--- config.mk ---
export PLATFORM = sky130hd
export DESIGN_NAME = pt_walker
export DESIGN_NICKNAME = d
export VERILOG_FILES = /design/src/rtl/pt_walk_pkg.sv /design/src/rtl/pt_walk_ctrl.sv /design/src/rtl/pt_walk_dp.sv /design/src/rtl/pt_walker.sv
export SDC_FILE = /design/constraint.sdc
export NUM_CORES = 1
export LEC_CHECK = 0
export CORE_MARGIN = 4
export CORE_UTILIZATION = 30
export CTS_CLUSTER_SIZE = 20
export DETAILED_ROUTE_END_ITERATION = 8
export DONT_BUFFER_PORTS = 1
export SLEW_MARGIN = 40
export SYNTH_ARGS = -nofsm -noshare
export SYNTH_HDL_FRONTEND = slang
export SYNTH_SLANG_ARGS = --single-unit
--- constraint.sdc ---
create_clock -name clk -period 6.05 [get_ports clk]
set_input_delay 1.21 -clock clk [delete_from_list [all_inputs] [get_ports clk]]
set_output_delay 1.21 -clock clk [all_outputs]
set_load 0.005 [all_outputs]
--- src/rtl/pt_walk_pkg.sv ---
package pt_walk_pkg;
  localparam int VA_W      = 32;
  localparam int PA_W      = 32;
  localparam int OFF_W     = 12;
  localparam int IDX_W     = (VA_W - OFF_W) / 2;
  localparam int PTE_W     = 32;
  localparam int PTE_BYTES = 4;
  localparam int PTE_SHIFT = $clog2(PTE_BYTES);
  localparam int PFN_W     = PA_W - OFF_W;
  localparam int VALID_BIT = 0;

  typedef enum logic [2:0] {
    IDLE, READ_L1, WAIT_L1, READ_L2, WAIT_L2, DONE, FAULT
  } walkState_e;

  // strobes from control to datapath
  typedef struct packed {
    logic loadReq;
    logic loadOuter;
    logic loadInner;
    logic selInner;
    logic emitPaddr;
  } dpCtrl_t;
endpackage

--- src/rtl/pt_walk_ctrl.sv ---
module pt_walk_ctrl
  import pt_walk_pkg::*;
(
  input  logic    clk,
  input  logic    rstN,
  input  logic    reqValid,
  input  logic    memReqReady,
  input  logic    memRspValid,
  input  logic    entryValid,
  output logic    reqReady,
  output logic    memReqValid,
  output logic    respValid,
  output logic    respFault,
  output logic    respLevel,
  output dpCtrl_t dpCtrl
);
  walkState_e state, stateNext;
  logic faultLevelQ, faultLevelNext;

  always_comb begin
    stateNext      = state;
    faultLevelNext = faultLevelQ;
    unique case (state)
      IDLE:    if (reqValid) stateNext = READ_L1;
      READ_L1: if (memReqReady) stateNext = WAIT_L1;
      WAIT_L1: if (memRspValid) begin
        if (entryValid) stateNext = READ_L2;
        else begin
          stateNext      = FAULT;
          faultLevelNext = 1'b0;
        end
      end
      READ_L2: if (memReqReady) stateNext = WAIT_L2;
      WAIT_L2: if (memRspValid) begin
        if (entryValid) stateNext = DONE;
        else begin
          stateNext      = FAULT;
          faultLevelNext = 1'b1;
        end
      end
      DONE:    stateNext = IDLE;
      FAULT:   stateNext = IDLE;
      default: stateNext = IDLE;
    endcase
  end

  always_ff @(posedge clk) begin
    if (!rstN) begin
      state       <= IDLE;
      faultLevelQ <= 1'b0;
    end else begin
      state       <= stateNext;
      faultLevelQ <= faultLevelNext;
    end
  end

  assign reqReady    = (state == IDLE);
  assign memReqValid = (state == READ_L1) || (state == READ_L2);
  assign respValid   = (state == DONE) || (state == FAULT);
  assign respFault   = (state == FAULT);
  assign respLevel   = (state == FAULT) && faultLevelQ;

  always_comb begin
    dpCtrl.loadReq   = (state == IDLE) && reqValid;
    dpCtrl.loadOuter = (state == WAIT_L1) && memRspValid;
    dpCtrl.loadInner = (state == WAIT_L2) && memRspValid;
    dpCtrl.selInner  = (state == READ_L2) || (state == WAIT_L2);
    dpCtrl.emitPaddr = (state == DONE);
  end
endmodule

--- src/rtl/pt_walk_dp.sv ---
module pt_walk_dp
  import pt_walk_pkg::*;
(
  input  logic             clk,
  input  logic             rstN,
  input  dpCtrl_t          dpCtrl,
  input  logic [VA_W-1:0]  reqVaddr,
  input  logic [PA_W-1:0]  rootBase,
  input  logic [PTE_W-1:0] memRspData,
  output logic [PA_W-1:0]  memReqAddr,
  output logic             entryValid,
  output logic [PA_W-1:0]  respPaddr
);
  logic [VA_W-1:0]  vaddrQ;
  logic [PA_W-1:0]  rootQ;
  logic [PFN_W-1:0] outerPfnQ;
  logic [PFN_W-1:0] framePfnQ;

  always_ff @(posedge clk) begin
    if (!rstN) begin
      vaddrQ    <= '0;
      rootQ     <= '0;
      outerPfnQ <= '0;
      framePfnQ <= '0;
    end else begin
      if (dpCtrl.loadReq) begin
        vaddrQ <= reqVaddr;
        rootQ  <= rootBase;
      end
      if (dpCtrl.loadOuter) outerPfnQ <= memRspData[PTE_W-1 -: PFN_W];
      if (dpCtrl.loadInner) framePfnQ <= memRspData[PTE_W-1 -: PFN_W];
    end
  end

  logic [IDX_W-1:0] outerIdx, innerIdx;
  logic [PA_W-1:0]  outerAddr, innerAddr;

  assign outerIdx  = vaddrQ[VA_W-1 -: IDX_W];
  assign innerIdx  = vaddrQ[OFF_W +: IDX_W];
  assign outerAddr = rootQ + (PA_W'(outerIdx) << PTE_SHIFT);
  assign innerAddr = {outerPfnQ, {OFF_W{1'b0}}} + (PA_W'(innerIdx) << PTE_SHIFT);

  assign memReqAddr = dpCtrl.selInner ? innerAddr : outerAddr;
  assign entryValid = memRspData[VALID_BIT];
  assign respPaddr  = dpCtrl.emitPaddr ? {framePfnQ, vaddrQ[OFF_W-1:0]} : '0;

  // attribute bits between flag and frame number are not interpreted
  logic unusedPteBits;
  assign unusedPteBits = ^memRspData[OFF_W-1:VALID_BIT+1];
endmodule

--- src/rtl/pt_walker.sv ---
module pt_walker
  import pt_walk_pkg::*;
(
  input  logic             clk,
  input  logic             rstN,
  input  logic             reqValid,
  output logic             reqReady,
  input  logic [VA_W-1:0]  reqVaddr,
  input  logic [PA_W-1:0]  rootBase,
  output logic             memReqValid,
  input  logic             memReqReady,
  output logic [PA_W-1:0]  memReqAddr,
  input  logic             memRspValid,
  input  logic [PTE_W-1:0] memRspData,
  output logic             respValid,
  output logic             respFault,
  output logic             respLevel,
  output logic [PA_W-1:0]  respPaddr
);
  dpCtrl_t dpCtrl;
  logic    entryValid;

  pt_walk_ctrl i_ctrl (
    .clk         (clk),
    .rstN        (rstN),
    .reqValid    (reqValid),
    .memReqReady (memReqReady),
    .memRspValid (memRspValid),
    .entryValid  (entryValid),
    .reqReady    (reqReady),
    .memReqValid (memReqValid),
    .respValid   (respValid),
    .respFault   (respFault),
    .respLevel   (respLevel),
    .dpCtrl      (dpCtrl)
  );

  pt_walk_dp i_dp (
    .clk        (clk),
    .rstN       (rstN),
    .dpCtrl     (dpCtrl),
    .reqVaddr   (reqVaddr),
    .rootBase   (rootBase),
    .memRspData (memRspData),
    .memReqAddr (memReqAddr),
    .entryValid (entryValid),
    .respPaddr  (respPaddr)
  );
endmodule

==> impl_metrics.env <==
export IMPL_reg2reg_slack_ps=4120
export IMPL_path_clk_slew_ps=70
export IMPL_cts_inserted_buffers=9
export IMPL_dp_hpwl_mm=10.8
export IMPL_antenna_found_initial=0
export IMPL_dieHeight_um=145
export IMPL_hold_class="flop to flop"
export IMPL_ctsHoldBuffers=0
export IMPL_die_w_um=145
export IMPL_worstPathRequired_ps=4840
export IMPL_drtIter0Drc=163
export IMPL_postCtsResizedCells=0
export IMPL_syn_cell_area_sq_um=5620
export IMPL_yosys_area_share_adder_pct=2.76
export IMPL_pwr_share_seq_pct=46.4
export IMPL_skew_ps=8.26
export IMPL_p_sw_share_pct=30.7
export IMPL_clock_latency_ps=360
export IMPL_drc_errors=0
export IMPL_p_leak_nw=2.05
export IMPL_grt_pass1_wl_mm=23.6
export IMPL_rows=49
export IMPL_clock_root_buffer="clkbuf_16"
export IMPL_end_kind="output pin"
export IMPL_vias=4623
export IMPL_finalSetupViolations=0
export IMPL_p_comb_share_pct=19.3
export IMPL_yosysSeqAreaShare_pct=38.5
export IMPL_io_pins=170
export IMPL_synth_top_family_by_area="simple AND/OR/NAND/NOR gates"
export IMPL_clockPowerShare_pct=34.4
export IMPL_dp_cells=918
export IMPL_cp_start_kind="flop"
export IMPL_start_util_pct=30.9
export IMPL_clk_path_buf_depth=2
export IMPL_yosys_warnings=0
export IMPL_grt_pass1_vias=4590
export IMPL_finalSetupTns_ps=0
export IMPL_synth_compound_area_share_pct=22.6
export IMPL_drv_cap=0
export IMPL_mappedNetlistNets=844
export IMPL_hold_viol=0
export IMPL_viasPerCell=4.95
export IMPL_synth_seq_cells=108
export IMPL_max_slew_margin_pct=46.6
export IMPL_die_area_sq_um=21000
export IMPL_grt_usage_pct=14.3
export IMPL_syn2layout_area_growth_pct=7.83
export IMPL_finalNonFillerCells=934
export IMPL_drive_above_1_share_pct=5.39
export IMPL_status="finished, final reports clean"
export IMPL_max_freq_mhz=235
export IMPL_final_common_cell="nand2_1"
export IMPL_wl_per_cell_um=16.0
export IMPL_utilization_pct=33.3
export IMPL_irDropWorstVdd_mv=0.135
export IMPL_fin_crit_sh_pct=70.4
export IMPL_cts_tree="built"
export IMPL_nNetsFinal=812
export IMPL_drv_slew=0
export IMPL_io_buffers=0
export IMPL_cp_max_fo=9
export IMPL_synthDistinctLibCells=55
export IMPL_grt_max_degree=109
export IMPL_overflow=0
export IMPL_diodes=0
export IMPL_synth_xor_area_share_pct=3.74
export IMPL_synth_area_per_cell_sq_um=7.68
export IMPL_synth_mux_area_share_pct=0.556
export IMPL_synthCells=732
export IMPL_p_sw_uw=550
export IMPL_dr_pass1_iters=4
export IMPL_cts_setup_buffers=0
export IMPL_htreeDepth=3
export IMPL_worst_pin_slew_ps=801
export IMPL_min_period_ps=4260
export IMPL_cp_arrival_ps=3050
export IMPL_p_per_area_nw_per_um2=295
export IMPL_wl_mm=14.9
export IMPL_crit_type="flop to output pin"
export IMPL_gp_congestion=0.822
export IMPL_cts_sinks=108
export IMPL_p_total_mw=1.79
export IMPL_final_cell_mix="nand2_1, dfxtp_1, a21boi_0, and2_1, o21ai_0"
export IMPL_internal_power_mw=1.24
export IMPL_num_fill_cells=1983
export IMPL_rsz0062_at_grt="no"
export IMPL_synthSimpleGateAreaFrac_pct=27.6
export IMPL_core_sq_um=18200
export IMPL_postRouteAntennaNets=0
[path summary, 6_finish.rpt]
path | endpoint | cells after the start | startpoint
min | i_dp.framePfnQ[12] | 2 | i_dp.framePfnQ[12]
min reg2reg | i_dp.framePfnQ[12] | 2 | i_dp.framePfnQ[12]
max | memReqAddr[18] | 8 | i_dp.rootQ[2]
max reg2reg | i_dp.rootQ[22] | 5 | i_ctrl.state[1]
[power by group through the flow]
stage / clock network, mW / registers, mW / logic [mW]
after floorplan: 0 / 0.825 / 0.291
after global placement: 0 / 0.845 / 0.346
after detailed placement: 0 / 0.848 / 0.352
after CTS: 0.639 / 0.831 / 0.353
after global routing: 0.661 / 0.841 / 0.401
final: 0.615 / 0.830 / 0.345
[sequential cells by signal, indices dropped and copies added, names as in the netlist]
register,cells
i_dp.framePfnQ,20
i_dp.outerPfnQ,20
i_ctrl.faultLevelQ,1
i_dp.vaddrQ,32
i_dp.rootQ,32
i_ctrl.state,3
[Yosys cell counts (all sizes together)]
library cell / n / area (sq um)
o41ai: 1 / 8.76
and2: 39 / 244
a311o: 1 / 10.0
mux2i: 2 / 20.0
clkbuf: 30 / 113
o2bb2ai: 1 / 8.76
or4: 1 / 7.51
o211ai: 1 / 7.51
a22oi: 1 / 7.51
a21o: 3 / 23.8
nand2b: 4 / 25.0
nor3: 10 / 60.1
o21bai: 1 / 7.51
inv: 10 / 37.5
a211oi: 6 / 45.0
a31oi: 4 / 40.0
nor3b: 6 / 50.1
mux2: 1 / 11.3
and3: 4 / 25.0
o21a: 2 / 15.0
or3: 2 / 12.5
o31ai: 1 / 7.51
nand4: 7 / 50.1
nor2b: 4 / 32.5
maj3: 1 / 10.0
buf: 17 / 90.1
nor2: 12 / 45.0
xor2: 2 / 17.5
xnor2: 22 / 193
o22a: 1 / 8.76
a211o: 1 / 8.76
o21ai: 31 / 155
a21boi: 106 / 796
nand3: 8 / 40.0
dfxtp: 108 / 2160
nand2: 253 / 950
o221a: 1 / 11.3
o31a: 2 / 17.5
a21oi: 11 / 62.6
fa: 1 / 20.0
ha: 10 / 125
a2111oi: 1 / 27.5
or2: 2 / 12.5
[layer usage]
layer | up-vias | share of wire (%) | track usage, %
li1 | 2355 | - | -
met1 | 2125 | 44 | 17.4
met2 | 131 | 45 | 23.2
met3 | 12 | 9.7 | 6.15
met4 | 0 | 1.2 | 3.88
met5 | - | 0 | 0
[through the flow]
stage	hold WS, ps	setup WS [ps]	instance area, sq um
finish	459	1790	6060
global route	485	1570	6060
CTS	462	1810	6060
detailed placement	453	2220	5760
global placement	444	2230	5740
floorplan	438	2720	5620
[critical path, stage by stage, from the launching register on]
cell and delay [ps]:
dfxtp_1 320, ha_1 220, fa_1 400, a21oi_1 230, nor2_1 120, a2111oi_4 710
nor3b_1 150, xnor2_1 170, o21ai_0 360
[cell families (layout without fill, tap and decap cells)]
kind of cell,Yosys count,count (layout)
muxes,3,3
adders and majority gates,12,12
buffers and inverters,57,30
DFF,108,108
AOI/OAI and AO/OA,176,176
and+or+nand+nor,352,352
xor gates and xnor gates,24,24
[layout make-up]
type | count | area [sq um] | share of cell area [%]
Inverter | 10 | 37.5 | 0.619
Clock inverter | 3 | 43.8 | 0.722
Clock buffer | 13 | 260 | 4.29
Multi-Input combinational cell | 567 | 3240 | 53.5
Sequential cell | 108 | 2160 | 35.7
Timing Repair Buffer | 4 | 30.0 | 0.495
Tap cell | 229 | 287 | 4.73
Note: power is estimated with default switching activity, not from simulation.
